===== src/rtl/wc_pkg.sv =====
package wc_pkg;
  typedef enum logic [1:0] {
    WC_IDLE   = 2'd0,
    WC_FLUSH  = 2'd1,
    WC_RDREQ  = 2'd2,
    WC_RDWAIT = 2'd3
  } wc_state_e;
endpackage


===== src/rtl/wc_byte_merge.sv =====
module wc_byte_merge #(
  parameter int DW = 64
) (
  input  logic [DW-1:0]   base,
  input  logic [DW-1:0]   upd,
  input  logic [DW/8-1:0] mask,
  output logic [DW-1:0]   merged
);
  localparam int BW = DW / 8;

  // lane g takes the update byte only when its enable is set
  for (genvar g = 0; g < BW; g++) begin : g_lane
    assign merged[g*8 +: 8] = mask[g] ? upd[g*8 +: 8] : base[g*8 +: 8];
  end
endmodule


===== src/rtl/wc_flush_timer.sv =====
module wc_flush_timer #(
  parameter int TOUT = 255
) (
  input  logic clk,
  input  logic rst,
  input  logic load,
  input  logic tick,
  output logic expired
);
  localparam int CW = (TOUT > 0) ? $clog2(TOUT + 1) : 1;
  localparam logic [CW-1:0] RELOAD = CW'(TOUT);

  logic [CW-1:0] cnt;

  always_ff @(posedge clk) begin
    if (rst) begin
      cnt <= '0;
    end else if (load) begin
      cnt <= RELOAD;
    end else if (tick && cnt != '0) begin
      cnt <= cnt - 1'b1;
    end
  end

  assign expired = (cnt == '0);
endmodule


===== src/rtl/port_wcache.sv =====
module port_wcache #(
  parameter int AW       = 8,
  parameter int DW       = 64,
  parameter int TOUT     = 255,
  parameter bit COHERENT = 1'b1
) (
  input  logic            clk,
  input  logic            rst,
  input  logic            cmd_en,
  input  logic            cmd_wr,
  input  logic [AW-1:0]   cmd_addr,
  input  logic [DW-1:0]   cmd_wdata,
  input  logic [DW/8-1:0] cmd_wmask,
  output logic            cmd_busy,
  output logic            rd_valid,
  output logic [DW-1:0]   rd_data,
  output logic            mem_req,
  output logic            mem_wr,
  output logic [AW-1:0]   mem_addr,
  output logic [DW-1:0]   mem_wdata,
  output logic [DW/8-1:0] mem_wmask,
  input  logic            mem_ack,
  input  logic            mem_rvalid,
  input  logic [DW-1:0]   mem_rdata
);
  import wc_pkg::*;

  localparam int BW = DW / 8;

  wc_state_e     st;
  logic          w_valid;
  logic [AW-1:0] w_addr;
  logic [DW-1:0] w_data;
  logic [BW-1:0] w_mask;
  logic          r_valid;
  logic [AW-1:0] r_addr;
  logic [DW-1:0] r_data;
  logic          pend_rd;
  logic [AW-1:0] rd_addr_q;

  logic          tmr_exp;
  logic          flush_due;
  logic          wr_acc;
  logic          rd_acc;
  logic          w_hit;
  logic          r_hit;
  logic [DW-1:0] w_merged;
  logic [DW-1:0] r_merged;

  assign flush_due = (st == WC_IDLE) && w_valid && tmr_exp;
  assign cmd_busy  = (st != WC_IDLE) || (w_valid && tmr_exp);
  assign wr_acc    = cmd_en && !cmd_busy && cmd_wr;
  assign rd_acc    = cmd_en && !cmd_busy && !cmd_wr;
  assign w_hit     = w_valid && (w_addr == cmd_addr);
  assign r_hit     = r_valid && (r_addr == cmd_addr);

  wc_byte_merge #(.DW(DW)) i_wmerge (
    .base  (w_data),
    .upd   (cmd_wdata),
    .mask  (cmd_wmask),
    .merged(w_merged)
  );

  wc_byte_merge #(.DW(DW)) i_rmerge (
    .base  (r_data),
    .upd   (cmd_wdata),
    .mask  (cmd_wmask),
    .merged(r_merged)
  );

  wc_flush_timer #(.TOUT(TOUT)) i_timer (
    .clk    (clk),
    .rst    (rst),
    .load   (wr_acc),
    .tick   (st == WC_IDLE),
    .expired(tmr_exp)
  );

  always_ff @(posedge clk) begin
    if (rst) begin
      st        <= WC_IDLE;
      w_valid   <= 1'b0;
      w_addr    <= '0;
      w_data    <= '0;
      w_mask    <= '0;
      r_valid   <= 1'b0;
      r_addr    <= '0;
      r_data    <= '0;
      pend_rd   <= 1'b0;
      rd_addr_q <= '0;
      rd_valid  <= 1'b0;
      rd_data   <= '0;
      mem_req   <= 1'b0;
      mem_wr    <= 1'b0;
      mem_addr  <= '0;
      mem_wdata <= '0;
      mem_wmask <= '0;
    end else begin
      rd_valid <= 1'b0;
      unique case (st)
        WC_IDLE: begin
          if (flush_due) begin
            // inactivity flush of the pending line
            mem_req   <= 1'b1;
            mem_wr    <= 1'b1;
            mem_addr  <= w_addr;
            mem_wdata <= w_data;
            mem_wmask <= w_mask;
            w_valid   <= 1'b0;
            w_mask    <= '0;
            pend_rd   <= 1'b0;
            st        <= WC_FLUSH;
          end else if (wr_acc) begin
            if (COHERENT && r_hit) begin
              r_data <= r_merged;
            end
            w_addr  <= cmd_addr;
            w_data  <= w_merged;
            w_valid <= 1'b1;
            if (!w_valid || w_hit) begin
              w_mask <= w_mask | cmd_wmask;
            end else begin
              // line change: old line leaves, new one stays pending
              mem_req   <= 1'b1;
              mem_wr    <= 1'b1;
              mem_addr  <= w_addr;
              mem_wdata <= w_data;
              mem_wmask <= w_mask;
              w_mask    <= cmd_wmask;
              pend_rd   <= 1'b0;
              st        <= WC_FLUSH;
            end
          end else if (rd_acc) begin
            if (r_hit) begin
              rd_valid <= 1'b1;
              rd_data  <= r_data;
            end else begin
              rd_addr_q <= cmd_addr;
              r_valid   <= 1'b0;
              mem_req   <= 1'b1;
              if (w_hit) begin
                // keep memory order: pending write goes first
                mem_wr    <= 1'b1;
                mem_addr  <= w_addr;
                mem_wdata <= w_data;
                mem_wmask <= w_mask;
                w_valid   <= 1'b0;
                w_mask    <= '0;
                pend_rd   <= 1'b1;
                st        <= WC_FLUSH;
              end else begin
                mem_wr   <= 1'b0;
                mem_addr <= cmd_addr;
                st       <= WC_RDREQ;
              end
            end
          end
        end
        WC_FLUSH: begin
          if (mem_ack) begin
            if (pend_rd) begin
              mem_wr   <= 1'b0;
              mem_addr <= rd_addr_q;
              pend_rd  <= 1'b0;
              st       <= WC_RDREQ;
            end else begin
              mem_req <= 1'b0;
              st      <= WC_IDLE;
            end
          end
        end
        WC_RDREQ: begin
          if (mem_ack) begin
            mem_req <= 1'b0;
            st      <= WC_RDWAIT;
          end
        end
        WC_RDWAIT: begin
          if (mem_rvalid) begin
            r_data   <= mem_rdata;
            r_addr   <= rd_addr_q;
            r_valid  <= 1'b1;
            rd_valid <= 1'b1;
            rd_data  <= mem_rdata;
            st       <= WC_IDLE;
          end
        end
        default: st <= WC_IDLE;
      endcase
    end
  end


  req_hold_chk: assert property (@(posedge clk) disable iff (rst)
    mem_req && !mem_ack |=> mem_req && $stable(mem_addr) && $stable(mem_wr));


  req_busy_chk: assert property (@(posedge clk) disable iff (rst)
    mem_req |-> cmd_busy);


  rd_order_chk: assert property (@(posedge clk) disable iff (rst)
    mem_req && !mem_wr |-> !(w_valid && (w_addr == mem_addr)));


  rd_quiet_chk: assert property (@(posedge clk) disable iff (rst)
    rd_valid |-> !mem_req);

endmodule


===== config.mk =====
export PLATFORM = sky130hd
export DESIGN_NAME = port_wcache
export DESIGN_NICKNAME = d
export VERILOG_FILES = /design/src/rtl/wc_pkg.sv /design/src/rtl/wc_byte_merge.sv /design/src/rtl/wc_flush_timer.sv /design/src/rtl/port_wcache.sv
export SDC_FILE = /design/constraint.sdc
export NUM_CORES = 1
export LEC_CHECK = 0
export BUFFER_PORTS_ARGS = -buffer_cell sky130_fd_sc_hd__buf_4
export CORE_UTILIZATION = 30
export DETAILED_ROUTE_END_ITERATION = 10
export SYNTH_ARGS = -nofsm -noshare
export SYNTH_HDL_FRONTEND = slang
export SYNTH_HIERARCHICAL = 1
export SYNTH_SLANG_ARGS = --single-unit

===== constraint.sdc =====
create_clock -name clk -period 3.2 [get_ports clk]
set_input_delay 0.64 -clock clk [delete_from_list [all_inputs] [get_ports clk]]
set_output_delay 0.64 -clock clk [all_outputs]
set_load 0.02 [all_outputs]

==> metrics.txt <==
P_leak 8.05 nW; post-synth net total around 1,900; Post-Synth Simple-Gate Area 0.174; Max Freq ~340 MHz; Synth area leader dfxtp_1; Worst EP required 3.67 ns; combinational power share 0.319; Ports 298; post-synthesis mux area share 0.206; number of synthesized flops with an enable pin 0; # hold bufs at CTS 0; placed cells 2,644; top-area cell type share of the netlist area 0.391; drt drc 0; skew final 0.0131 ns; multi-input logic area 0.00901 mm^2; commonest cells after routing, fill and taps aside 324 x buf_4, 320 x dfxtp_1, 217 x nor2_1; area delta synth->final 26.0%; maximum VDD drop 0.000376 V; Root Driver clkbuf_16; crit path to mem_wr; Antenna diodes 0; first-pass GRT wire length roughly 76,000 um; Mapped Cells 1,747; clk_lat worst skew between 0.5 and 0.6 ns; busiest grt layer met2; post-synthesis sequential area ratio 0.391; YS warnings 6; fill count 5,337; most common cell after layout, fill and taps aside buf_4; Seq pwr share 0.351; fin util 0.383; # H-tree levels 2; cts repair resizes 0; grt total ovfl 0; Post-DRT Antenna Nets 0; worst min-delay path category primary input to register; DR iter-0 viols around 590; Yosys reg bits 320; Switching Share 0.336; pwr/cell area approximately 680 mW/mm^2; Hold WS 0.371 ns; met3 usage 0.0470; Final Cycle Share 0.931; Setup crit start kind register; MaxCap Viol Count 0; gpl congestion 0.810; DR vias 13,300; IO buf count about 300; core area 0.0539 mm^2; R2R Path Start i_timer/cnt[0]; Netlist cell types 60; initial antenna violation count 1; starting density of the core 0.304; endpoints failing setup 0; Avg WL per Cell 17.6 um; Final nets ~2,100; Setup WS pre-CTS 0.217 ns; via-per-instance ratio between 4 and 5; r2r worst-path depth 12; critical path depth 12; Worst-Margin Slew 0.750 ns; start point of the critical path i_timer/cnt[0]; Clock Power Share 0.330; Hold Vio Cnt, Final 0; Crit Path Class register to register; clk buf depth 3; Die X 236 um; Storage cell area about 0.0064 mm^2; row count 85; Worst setup EP type register; fraction of registers with async set/reset 0; Max-slew headroom 0.500; fin cells 2,710; RSZ-0062 raised after global routing false; CTS sink count 320; CTS tree done; Reg clk slew, reported paths 0.06 ns; fraction of layout cells with a size suffix above 1 0.307; met1 Use GR 0.211; dominant synthesized flop cell dfxtp_1; Synth area leaders dfxtp_1 39%, mux2_4 12%, mux2i_1 8.8%; reg2reg end mem_wr; Synth Area in Adders 0.00534; P_sw 4.69 mW; largest family of logic cells by synthesized area multiplexers; outcome finished clean; internal power 9.26 mW; complex-gate fraction of the synthesized area 0.152; syn avg cell area 9.38 um^2; critical-path cell list inv_1 > ha_1 > or4b_4 > nor2_1 > a21bo_2 > or2_4 > inv_4 > nand3_1 > nand3b_1 > buf_4 > or4_1 > a21oi_1; Setup Buffers After CTS 0; Mapped Area about 0.016 mm^2; Crit path largest cell delay 0.49 ns; Final Max Slew Viols 0; Worst Setup Slack, final 0.219 ns; largest net degree at the start of global routing 96; Detailed Place HPWL roughly 32,000 um; vias in the first global route 13,300; worst-path fanout max 8; Slowest-stage cell, CP or4b_4; post-layout min period roughly 3.0 ns; met2 usage 0.285; TritonCTS Buffers 40; R2R setup slack 0.22 ns; Routed WL 47,700 um; sum of negative setup slack 0 ns; area of the die 0.0556 mm^2; cell family with most CP delay simple AND/OR/NAND/NOR gates; CP bufs+invs 3; Die Y 236 um; XOR/XNOR Fraction of Synth Area 0.00855; Tot Pwr between 10 and 15 mW; DP Area 0.0193 mm^2; arrival time at the worst endpoint 3.45 ns; Design Area, Final 0.0206 mm^2; iteration count of the initial detailed-routing pass 5; Total GRT Usage 0.169
[power groups by stage]
stage	logic (mW)	registers [mW]	clock network, mW
after floorplan	2.52	5.30	0
after global placement	4.41	4.96	0
after detailed placement	4.47	4.98	0
after CTS	4.48	4.91	4.75
after global routing	4.84	4.97	4.92
final	4.45	4.90	4.60
[worst min-delay path, stage by stage]
cell and delay (ns):
buf_4 0.11, inv_1 0.06, a2111oi_2 0.05
[sequential cells by signal, summed over array words and instances (netlist names), 2 cells and up]
signal       count
w_mask           8
w_addr           8
st               2
w_data          64
r_data          64
mem_wmask        8
i_timer/cnt      8
r_addr           8
rd_data         64
mem_wdata       64
mem_addr         8
rd_addr_q        8
[Yosys cell counts (2+ instances only)]
cell type,count
buf_6,23
a31o_2,8
nand3b_1,9
nor3_1,6
o2111a_1,2
a21oi_1,112
xor2_1,8
nand2_1,176
nor3b_1,8
inv_1,79
nand2b_1,147
or4_1,5
o32ai_1,8
a21o_1,2
buf_2,19
o21bai_1,2
a2111oi_2,61
or3_1,7
buf_4,7
nor2b_1,7
or4b_1,2
mux2_4,128
dfxtp_1,320
nor2_1,218
mux2i_1,144
a2111oi_0,4
a31oi_1,3
a211oi_1,66
o31ai_1,2
o21ai_0,16
a211o_1,3
o21ai_1,8
nand3_1,4
ha_1,7
xnor2_1,8
clkbuf_1,85
o22ai_1,2
nor4_2,4
buf_1,5
o31a_1,2
[area by class of cell]
| cell class | instances | area share |
|---|---|---|
| clock buffers | 49 | 0.0531 |
| clock inverters | 17 | 0.0105 |
| inverters | 80 | 0.0147 |
| multi-input cells | 1208 | 0.436 |
| flip-flops and latches | 320 | 0.310 |
| well taps | 696 | 0.0422 |
| repair buffers | 340 | 0.133 |
[kinds of logic (layout without fill, tap and decap cells)]
kind of cell | count (synthesis) | in the layout
flops | 320 | 320
simple gates | 602 | 602
mux | 273 | 273
xor+xnor | 16 | 16
compound gates | 310 | 310
fa+ha+maj | 7 | 7
buf+inv | 219 | 486
[worst min path at each step]
stage,from,end,cells past startpoint
after detailed placement,mem_addr[4],mem_addr[4],2
after global routing,mem_rdata[61],r_data[61],3
after floorplan,rd_addr_q[0],r_addr[0],2
after CTS,mem_rdata[61],r_data[61],3
final,mem_rdata[61],r_data[61],3
after global placement,mem_addr[7],mem_addr[7],2
[per-layer routing]
| layer | part of all wire | wire length, um |
|---|---|---|
| met1 | 0.44 | 21200 |
| met2 | 0.47 | 22400 |
| met5 | 0.00027 | 13 |
| met4 | 0.020 | 951 |
| met3 | 0.065 | 3090 |
No activity file was read; power rests on OpenSTA's default activity.
